**config.mk**
```make
export PLATFORM = sky130hd
export DESIGN_NAME = adc_chan_sequencer
export DESIGN_NICKNAME = d
export VERILOG_FILES = /design/src/rtl/adcseq_pkg.sv /design/src/rtl/adcseq_enable_reg.sv /design/src/rtl/adcseq_slot_table.sv /design/src/rtl/adcseq_picker.sv /design/src/rtl/adcseq_result_bank.sv /design/src/rtl/adc_chan_sequencer.sv
export SDC_FILE = /design/constraint.sdc
export NUM_CORES = 1
export LEC_CHECK = 0
export ABC_AREA = 1
export BUFFER_PORTS_ARGS = -buffer_cell sky130_fd_sc_hd__buf_2
export CORE_ASPECT_RATIO = 0.6
export CORE_MARGIN = 2
export CORE_UTILIZATION = 47
export CTS_CLUSTER_DIAMETER = 200
export DETAILED_ROUTE_END_ITERATION = 8
export GPL_ROUTABILITY_DRIVEN = 1
export GPL_TIMING_DRIVEN = 0
export PLACE_DENSITY = 0.65
export SETUP_SLACK_MARGIN = 0.05
export SLEW_MARGIN = 20
export SYNTH_ARGS = -nofsm -noshare
export SYNTH_HDL_FRONTEND = slang
export SYNTH_SLANG_ARGS = --single-unit
export TNS_END_PERCENT = 5
```
**constraint.sdc**
```tcl
create_clock -name clk -period 9.25 [get_ports clk]
set_clock_uncertainty 0.05 [all_clocks]
set_input_delay 2.775 -clock clk [delete_from_list [all_inputs] [get_ports clk]]
set_output_delay 2.775 -clock clk [all_outputs]
set_load 0.01 [all_outputs]
```
**src/rtl/adcseq_pkg.sv**
```systemverilog
package adcseq_pkg;

    localparam int CHAN_W   = 4;
    localparam int NUM_CHAN = 1 << CHAN_W;
    localparam int SAMPLE_W = 12;
    localparam int WORD_W   = 32;

    typedef logic [CHAN_W-1:0]   chan_t;
    typedef logic [SAMPLE_W-1:0] sample_t;

    typedef enum logic [1:0] {
        WR_EN_SET = 2'd0,
        WR_EN_CLR = 2'd1,
        WR_SEQ_LO = 2'd2,
        WR_SEQ_HI = 2'd3
    } wr_target_e;

    typedef struct packed {
        chan_t   tag;
        sample_t value;
    } last_word_t;

endpackage

```
**src/rtl/adcseq_enable_reg.sv**
```systemverilog
module adcseq_enable_reg
    import adcseq_pkg::*;
#(
    parameter int NCH = NUM_CHAN,
    parameter int WW  = WORD_W
) (
    input  logic           clk,
    input  logic           rst,
    input  logic           wr_en,
    input  wr_target_e     wr_sel,
    input  logic [WW-1:0]  wr_data,
    output logic [NCH-1:0] mask
);

    always_ff @(posedge clk) begin
        if (rst) begin
            mask <= '0;
        end else if (wr_en) begin
            case (wr_sel)
                WR_EN_SET: mask <= mask | wr_data[NCH-1:0];
                WR_EN_CLR: mask <= mask & ~wr_data[NCH-1:0];
                default:   mask <= mask;
            endcase
        end
    end

    // set bits appear, clear bits disappear
    a_r2_set_takes: assert property (@(posedge clk) disable iff (rst)
        (wr_en && wr_sel == WR_EN_SET) |=>
            ((mask & $past(wr_data[NCH-1:0])) == $past(wr_data[NCH-1:0])));

    a_r2_clear_takes: assert property (@(posedge clk) disable iff (rst)
        (wr_en && wr_sel == WR_EN_CLR) |=>
            ((mask & $past(wr_data[NCH-1:0])) == '0));

    a_r2_seq_write_keeps_mask: assert property (@(posedge clk) disable iff (rst)
        (wr_en && (wr_sel == WR_SEQ_LO || wr_sel == WR_SEQ_HI)) |=> $stable(mask));

endmodule

```
**src/rtl/adcseq_slot_table.sv**
```systemverilog
module adcseq_slot_table
    import adcseq_pkg::*;
#(
    parameter int NCH = NUM_CHAN,
    parameter int CW  = CHAN_W,
    parameter int WW  = WORD_W
) (
    input  logic          clk,
    input  logic          rst,
    input  logic          wr_en,
    input  wr_target_e    wr_sel,
    input  logic [WW-1:0] wr_data,
    input  logic [CW-1:0] slot_idx,
    output logic [CW-1:0] slot_chan
);

    localparam int SLOTS_PER_WORD = WW / CW;

    logic [CW-1:0] slots [NCH];

    always_ff @(posedge clk) begin
        if (rst) begin
            for (int s = 0; s < NCH; s++) slots[s] <= '0;
        end else if (wr_en) begin
            for (int s = 0; s < NCH; s++) begin
                if ((s < SLOTS_PER_WORD && wr_sel == WR_SEQ_LO) ||
                    (s >= SLOTS_PER_WORD && wr_sel == WR_SEQ_HI))
                    slots[s] <= wr_data[(s % SLOTS_PER_WORD)*CW +: CW];
            end
        end
    end

    assign slot_chan = slots[slot_idx];

    // first slot of each word comes from the word's lowest nibble
    a_r4_low_word_slot0: assert property (@(posedge clk) disable iff (rst)
        (wr_en && wr_sel == WR_SEQ_LO) |=> (slots[0] == $past(wr_data[CW-1:0])));

    a_r4_high_word_slot8: assert property (@(posedge clk) disable iff (rst)
        (wr_en && wr_sel == WR_SEQ_HI) |=> (slots[SLOTS_PER_WORD] == $past(wr_data[CW-1:0])));

endmodule

```
**src/rtl/adcseq_picker.sv**
```systemverilog
module adcseq_picker
    import adcseq_pkg::*;
#(
    parameter int NCH = NUM_CHAN,
    parameter int CW  = CHAN_W
) (
    input  logic           clk,
    input  logic           rst,
    input  logic [NCH-1:0] mask,
    input  logic           seq_mode,
    input  logic           advance,
    input  logic [CW-1:0]  slot_chan,
    output logic [CW-1:0]  slot_idx,
    output logic [CW-1:0]  cur_chan,
    output logic           cur_valid
);

    function automatic logic [CW:0] count_ones(input logic [NCH-1:0] m);
        logic [CW:0] c;
        c = '0;
        for (int i = 0; i < NCH; i++) c = c + (CW+1)'(m[i]);
        return c;
    endfunction

    function automatic logic [CW-1:0] first_from(input logic [NCH-1:0] m,
                                                 input logic [CW-1:0] p);
        logic [CW-1:0] r;
        logic          hit;
        int            k;
        r   = '0;
        hit = 1'b0;
        for (int i = 0; i < NCH; i++) begin
            k = (int'(p) + i) % NCH;
            if (!hit && m[k]) begin
                hit = 1'b1;
                r   = CW'(k);
            end
        end
        return r;
    endfunction

    logic [CW-1:0] asc_ptr;
    logic [CW-1:0] seq_idx;
    logic [CW:0]   enabled_cnt;
    logic [CW-1:0] asc_chan;

    assign enabled_cnt = count_ones(mask);
    assign slot_idx    = ({1'b0, seq_idx} < enabled_cnt) ? seq_idx : '0;
    assign asc_chan    = first_from(mask, asc_ptr);
    assign cur_valid   = |mask;
    assign cur_chan    = seq_mode ? slot_chan : asc_chan;

    always_ff @(posedge clk) begin
        if (rst) begin
            asc_ptr <= '0;
            seq_idx <= '0;
        end else if (advance) begin
            if (seq_mode) seq_idx <= slot_idx + 1'b1;
            else          asc_ptr <= asc_chan + 1'b1;
        end
    end

    // ascending mode never points at a disabled channel
    a_r3_asc_enabled: assert property (@(posedge clk) disable iff (rst)
        (cur_valid && !seq_mode) |-> mask[cur_chan]);

    // slot index stays inside the enabled count
    a_r5_index_in_range: assert property (@(posedge clk) disable iff (rst)
        cur_valid |-> ({1'b0, slot_idx} < enabled_cnt));

endmodule

```
**src/rtl/adcseq_result_bank.sv**
```systemverilog
module adcseq_result_bank
    import adcseq_pkg::*;
#(
    parameter int NCH = NUM_CHAN,
    parameter int CW  = CHAN_W,
    parameter int DW  = SAMPLE_W
) (
    input  logic           clk,
    input  logic           rst,
    input  logic           advance,
    input  logic [CW-1:0]  cur_chan,
    input  logic [DW-1:0]  result,
    input  logic           tag_en,
    input  logic           rd_strobe,
    input  logic [CW:0]    rd_chan,
    output logic [DW-1:0]  rd_data,
    output last_word_t     last_word,
    output logic [NCH-1:0] drdy,
    output logic [NCH-1:0] ovr
);

    logic [DW-1:0]  data_q [NCH];
    logic [NCH-1:0] conv_hit;
    logic [NCH-1:0] read_hit;

    always_comb begin
        for (int g = 0; g < NCH; g++) begin
            conv_hit[g] = advance   && (cur_chan == CW'(g));
            read_hit[g] = rd_strobe && (rd_chan == (CW+1)'(g));
        end
    end

    always_ff @(posedge clk) begin
        if (rst) begin
            for (int g = 0; g < NCH; g++) data_q[g] <= '0;
            drdy      <= '0;
            ovr       <= '0;
            last_word <= '0;
        end else begin
            for (int g = 0; g < NCH; g++) begin
                if (conv_hit[g]) begin
                    data_q[g] <= result;
                    drdy[g]   <= 1'b1;
                    ovr[g]    <= (drdy[g] & ~read_hit[g]) | (ovr[g] & ~read_hit[g]);
                end else if (read_hit[g]) begin
                    drdy[g] <= 1'b0;
                    ovr[g]  <= 1'b0;
                end
            end
            if (advance) begin
                last_word.tag   <= tag_en ? cur_chan : '0;
                last_word.value <= result;
            end
        end
    end

    always_comb begin
        rd_data = '0;
        if (rd_chan < (CW+1)'(NCH)) rd_data = data_q[rd_chan[CW-1:0]];
    end

    // an overrun is only ever reported on a channel holding unread data
    a_r9_ovr_needs_drdy: assert property (@(posedge clk) disable iff (rst)
        (ovr & ~drdy) == '0);

    // last word follows each accepted sample
    a_r8_last_value: assert property (@(posedge clk) disable iff (rst)
        advance |=> (last_word.value == $past(result)));

    a_r8_untagged_zero: assert property (@(posedge clk) disable iff (rst)
        (advance && !tag_en) |=> (last_word.tag == '0));

    genvar gi;
    generate
        for (gi = 0; gi < NCH; gi++) begin : g_chk
            // a second unread sample flags overrun
            a_r9_overrun: assert property (@(posedge clk) disable iff (rst)
                (conv_hit[gi] && drdy[gi] && !read_hit[gi]) |=> ovr[gi]);
            // a read without a colliding sample clears both flags
            a_r10_read_clears: assert property (@(posedge clk) disable iff (rst)
                (read_hit[gi] && !conv_hit[gi]) |=> (!drdy[gi] && !ovr[gi]));
        end
    endgenerate

endmodule

```
**src/rtl/adc_chan_sequencer.sv**
```systemverilog
module adc_chan_sequencer
    import adcseq_pkg::*;
#(
    parameter int CW = CHAN_W,
    parameter int DW = SAMPLE_W,
    parameter int WW = WORD_W
) (
    input  logic              clk,
    input  logic              rst,
    input  logic              wr_en,
    input  logic [1:0]        wr_sel,
    input  logic [WW-1:0]     wr_data,
    input  logic              seq_mode,
    input  logic              tag_en,
    input  logic              conv_done,
    input  logic [DW-1:0]     conv_result,
    input  logic              rd_strobe,
    input  logic [CW:0]       rd_chan,
    output logic [CW-1:0]     cur_chan,
    output logic              cur_valid,
    output logic [DW-1:0]     rd_data,
    output logic [CW+DW-1:0]  last_data,
    output logic [(1<<CW)-1:0] chan_status,
    output logic [(1<<CW)-1:0] drdy_flags,
    output logic [(1<<CW)-1:0] ovr_flags
);

    localparam int NCH = 1 << CW;

    wr_target_e    wr_target;
    logic          advance;
    logic [CW-1:0] slot_idx;
    logic [CW-1:0] slot_chan;
    last_word_t    last_word;

    assign wr_target = wr_target_e'(wr_sel);
    assign advance   = conv_done & cur_valid;
    assign last_data = last_word;

    adcseq_enable_reg #(.NCH(NCH), .WW(WW)) u_enable (
        .clk(clk), .rst(rst), .wr_en(wr_en), .wr_sel(wr_target),
        .wr_data(wr_data), .mask(chan_status)
    );

    adcseq_slot_table #(.NCH(NCH), .CW(CW), .WW(WW)) u_slots (
        .clk(clk), .rst(rst), .wr_en(wr_en), .wr_sel(wr_target),
        .wr_data(wr_data), .slot_idx(slot_idx), .slot_chan(slot_chan)
    );

    adcseq_picker #(.NCH(NCH), .CW(CW)) u_picker (
        .clk(clk), .rst(rst), .mask(chan_status), .seq_mode(seq_mode),
        .advance(advance), .slot_chan(slot_chan), .slot_idx(slot_idx),
        .cur_chan(cur_chan), .cur_valid(cur_valid)
    );

    adcseq_result_bank #(.NCH(NCH), .CW(CW), .DW(DW)) u_results (
        .clk(clk), .rst(rst), .advance(advance), .cur_chan(cur_chan),
        .result(conv_result), .tag_en(tag_en), .rd_strobe(rd_strobe),
        .rd_chan(rd_chan), .rd_data(rd_data), .last_word(last_word),
        .drdy(drdy_flags), .ovr(ovr_flags)
    );

    // an event with nothing enabled leaves the last sample alone
    a_r6_idle_ignored: assert property (@(posedge clk) disable iff (rst)
        (conv_done && !cur_valid) |=> $stable(last_data));

    // with two or more channels enabled, ascending mode moves on
    a_r3_asc_moves: assert property (@(posedge clk) disable iff (rst)
        (advance && !seq_mode && $countones(chan_status) > 1 && !wr_en) |=>
            (seq_mode || cur_chan != $past(cur_chan)));

endmodule

```
Yosys cells after proc, flatten, opt, wreduce, memory -nomap -nowiden. Memories as Yosys holds them, arrays and structs flattened. Cells that the tools add are included.

Register bits after elaboration: 72. Memory bits (writable): 256. Bits of input ports: 58. Output and inout port bits: 81. Logic and storage cells: 560. Memories kept: 2.

Add/sub/neg operators: 32. $lt $le $gt $ge: 18. Eq/ne operators: 33. Multiplexer cells: 221. Bitwise gates (word level): 116. Reduce and logical (&&, ||, !) cells: 101.

Memory list: u_results.data_q (depth 16, width 12, read ports 1, clocked after memory_dff 0, write ports 16, line adcseq_result_bank.sv:22) `logic [DW-1:0] data_q [NCH];`; u_slots.slots (depth 16, width 4, read ports 1, clocked after memory_dff 0, write ports 16, line adcseq_slot_table.sv:19) `logic [CW-1:0] slots [NCH];`.

Operators by type and width (number): two-way mux 12 bit (17); two-way mux 1 bit (152); two-way mux 4 bit (35); < comparator 5 x 6 -> 1 bit, second input constant (15); adder 5 x 1 -> 5 bit (14); binary-select mux 1 bit (select 4 bit) (16); OR reduction 4 bit (15); bitwise OR 1 bit (48); logical AND 1 bit (47); == test 5 x 4 -> 1 bit, second input constant (8); nonzero test 2 bit (17); bitwise AND 1 bit (33); adder 4 bit, second input constant (8); == test 4 bit, second input constant (8); one-hot mux 16 bit (2 select lines) (1); == test 5 x 3 -> 1 bit, second input constant (4); inverter 1 bit (17); adder 4 x 3 -> 4 bit, second input constant (4); bitwise AND 16 bit (1); == test 4 x 3 -> 1 bit, second input constant (4); inverter 16 bit (1); bitwise OR 16 bit (1); OR reduction 16 bit (1); bitwise AND 1 bit, first input constant (15); other kinds (17) (39).

Depth between registers and ports, before layout.
Depth in word-level cells: 57. Depth in mapped cells: 35. Mapped depth without buffers: 33.

Cells and area by module. From an unflattened synthesis, not the netlist that was laid out.

Cells, all modules: 2198. Area total of the unflattened synthesis: 17425.5 sq um.

Modules (own cells, without submodules): adcseq_result_bank (times used 1, cells each 1191, area an instance 10536.4 sq um, sequential area each 6726.5 sq um); adcseq_slot_table (times used 1, cells each 369, area an instance 3199.3 sq um, sequential area each 1921.8 sq um); adcseq_picker (times used 1, cells each 497, area an instance 2816.5 sq um, sequential area each 160.2 sq um); adcseq_enable_reg (times used 1, cells each 139, area an instance 865.8 sq um, sequential area each 320.3 sq um); adc_chan_sequencer (times used 1, cells each 2, area an instance 7.5 sq um, sequential area each 0.0 sq um).

Worst setup path before layout. OpenSTA, ideal clock, no wires.

Kind: register to output. Start: register with a tool-made name. End: output cur_chan[3]. Data arrival time: 5.779 ns. Data required time: 6.425 ns. Setup slack: 0.646 ns. Cell stages (with the launch flop): 22. Path through: dfxtp_1 inv_1 ha_1 inv_1 fa_1 fa_1 fa_1 fa_1 fa_1 fa_1 or2_1 nand2_1 ha_1 a21o_1 a22oi_1 nand2_1 nor2_1 inv_1 clkbuf_1 o311ai_0 nand3_1 nand2_4.

RTL lines: end: declaration (line adc_chan_sequencer.sv:19) `output logic [CW-1:0] cur_chan,`.

==> impl_metrics.env <==
export IMPL_avgSynthCellArea_sq_um=9.131
export IMPL_grt_remaining_overflow=0
export IMPL_yosys_most_used_dff="edfxtp_1"
export IMPL_antenna_cells=0
export IMPL_area_growth_pct=16.77
export IMPL_critical_path_required_ns=6.43
export IMPL_antenna_left=0
export IMPL_tritoncts="built"
export IMPL_numCtsBuffers=31
export IMPL_num_vias=14560
export IMPL_syn_inst=1792
export IMPL_preCtsSetupSlack_ns=-0.4752
export IMPL_clock_latency_ns=0.59
export IMPL_crit_arrival_ns=6.49
export IMPL_routed_wl_um=59150
export IMPL_grt_util_all_layers_pct=32.39
export IMPL_grt_max_degree=33
export IMPL_slowest_stage="fa_1"
export IMPL_hp_start="u_results.ovr[7]"
export IMPL_die_h_um=148.5
export IMPL_fin_nets=2071
export IMPL_vdd_drop_max_v=0.0001332
export IMPL_whs_ns=0.4033
export IMPL_worstSetupPathType="reg -> out"
export IMPL_tightest_slew_ns=1.125
export IMPL_syn_nets=1879
export IMPL_antenna_found_initial=0
export IMPL_worst_hold_path_type="reg -> reg"
export IMPL_vias_per_cell=5.898
export IMPL_drc=0
export IMPL_netlist_area_sq_mm=0.01636
export IMPL_drt_iter0_markers=2434
export IMPL_drt_wirelength_per_cell_um=23.97
export IMPL_final_common_cell="nand2_1"
export IMPL_design_area_sq_mm=0.01911
export IMPL_cts_root_buf="clkbuf_16"
export IMPL_slowest_delay_ns=0.57
export IMPL_core_sq_mm=0.03403
export IMPL_period_share_pct=100.7
export IMPL_drv_slew=0
export IMPL_max_slew_margin_rel_pct=24.74
export IMPL_violations="negative setup slack"
export IMPL_synth_edf_count=256
export IMPL_dr_pass1_iters=7
export IMPL_die_w_um=244.9
export IMPL_crit_path_end_kind="output pin"
export IMPL_r2r_setup_slack_ns=1.61
export IMPL_cts_htree_levels=1
export IMPL_final_cell_mix="nand2_1 (349), nand3_1 (282), edfxtp_1 (256)"
export IMPL_fill_cells=3070
export IMPL_worst_slack_ns=-0.06421
export IMPL_finalHoldViolations=0
export IMPL_drive_above_1_share_pct=16.87
export IMPL_power_leakage_nw=7.826
export IMPL_clock_sinks=328
export IMPL_ys_seq_area_share_pct=55.79
export IMPL_status="complete, but fails checks"
export IMPL_die_area_sq_mm=0.03637
export IMPL_yosys_warnings=0
export IMPL_critPathLaunchType="flip-flop"
export IMPL_grt_setup_unrepaired="true"
export IMPL_fmax_mhz=107.4
export IMPL_ys_types=47
export IMPL_finalSetupViolCount=3
export IMPL_cts_buffer_depth=3
export IMPL_start_util_pct=48.09
export IMPL_dp_hpwl_um=44550
export IMPL_cp_max_fo=8
export IMPL_ys_seq_elements=328
export IMPL_post_route_min_period_ns=9.314
export IMPL_port_buffers=136
export IMPL_power_density_mw_per_mm2=256.9
export IMPL_gp_congestion=1.001
export IMPL_dpl_instance_area_sq_mm=0.01766
export IMPL_design_portCount=139
export IMPL_async_flop_share_pct=0
export IMPL_grt_pass1_wl_um=86270
export IMPL_grt_pass1_vias=13360
export IMPL_row_count=52
export IMPL_cap_violations=0
export IMPL_postLayoutCoreUtil_pct=56.15
export IMPL_path_clk_slew_ns=0.07
[worst paths after layout]
check | to | cells after the start
max reg2reg | u_results.data_q[4][8] | 28
min | u_results.ovr[7] | 2
max | cur_chan[2] | 28
min reg2reg | u_results.ovr[7] | 2
[what timing repair did]
item | CTS | global route
cloned | 1 | 0
endpoints found under the setup margin | 4 | 4
gates resized for setup | 56 | 19
buffers inserted | 11 | 9
hold buffers | 0 | 0
pin swaps | 16 | 23
[layer usage]
layer	part of all wire, %	track usage, %	up-vias
met3	16	12.67	88
li1	-	-	6534
met2	36	39.59	1008
met4	2.4	7.073	0
met1	45	51.95	6926
met5	0	0	-
[cell usage after synthesis (10+ instances only)]
master,count,area [sq um]
inv_1,155,581.8
a41oi_1,12,105.1
inv_2,11,41.29
nand4_1,26,162.7
buf_2,12,60.06
clkbuf_1,62,232.7
ha_1,19,237.7
nor3_1,10,50.05
nor2_1,224,840.8
nand2_2,11,68.82
nand3_1,287,1436
nand2_1,354,1329
dfxtp_1,72,1441
o21ai_0,40,200.2
a22oi_1,50,375.4
fa_1,10,200.2
nor2_2,26,162.7
a221oi_1,10,87.58
edfxtp_1,256,7687
a21oi_1,65,325.3
[power breakdown]
group	internal, W	total, W	leakage, nW	switching, W
logic	0.000522	0.00180	4.16	0.00128
registers	0.00177	0.00186	3.20	0.0000802
clock network	0.000683	0.00125	0.473	0.000571
total	0.00298	0.00491	7.83	0.00193
[registers in the layout (all words and copies together) (netlist names), named ones only]
| name | cells |
|---|---|
| u_results.last_word | 16 |
| u_slots.slots | 64 |
| u_results.data_q | 192 |
| u_results.ovr | 16 |
| u_results.drdy | 16 |
| u_picker.asc_ptr | 4 |
| u_picker.seq_idx | 4 |
[stage by stage]
step                power [W]  setup TNS, ns  instances
floorplan            0.002952              0       1792
global placement     0.003476         -1.123       2387
detailed placement   0.003498         -1.497       2389
CTS                  0.004801              0       2459
global route         0.005123        -0.8781       2468
finish               0.004908        -0.1688       2468
[kinds of logic (layout without fill, tap and decap cells)]
family                     after synthesis  count (layout)  synth area share (%)
adders and majority gates               29              29                 2.676
DFF                                    328             328                 55.79
xor gates and xnor gates                11              11                0.5888
AOI/OAI and AO/OA                      200             200                 7.654
and+or+nand+nor                        967             967                 26.95
buffers and inverters                  257             474                 6.339
[worst max-delay path: cells and delay by family, from the launching register on]
| family | cells | cell delay (ns) |
|---|---|---|
| adder cells (fa/ha/maj) | 8 | 3.20 |
| flip-flops | 1 | 0.36 |
| buffers and inverters | 7 | 0.66 |
| AND/OR/NAND/NOR | 10 | 1.19 |
| AO/OA/AOI/OAI | 3 | 0.48 |
[area by class of cell]
cell class / instances / area [sq um] / share of cell area, %
clock buffer: 48 / 880.8 / 4.610
buffer: 88 / 467.9 / 2.449
clock inverter: 10 / 85.08 / 0.4453
inverter: 169 / 651.9 / 3.412
tap: 459 / 574.3 / 3.006
timing repair buffer: 159 / 873.3 / 4.571
sequential: 328 / 9136 / 47.82
multi-input combinational: 1207 / 6437 / 33.69
(Power assumes the default switching activity.)
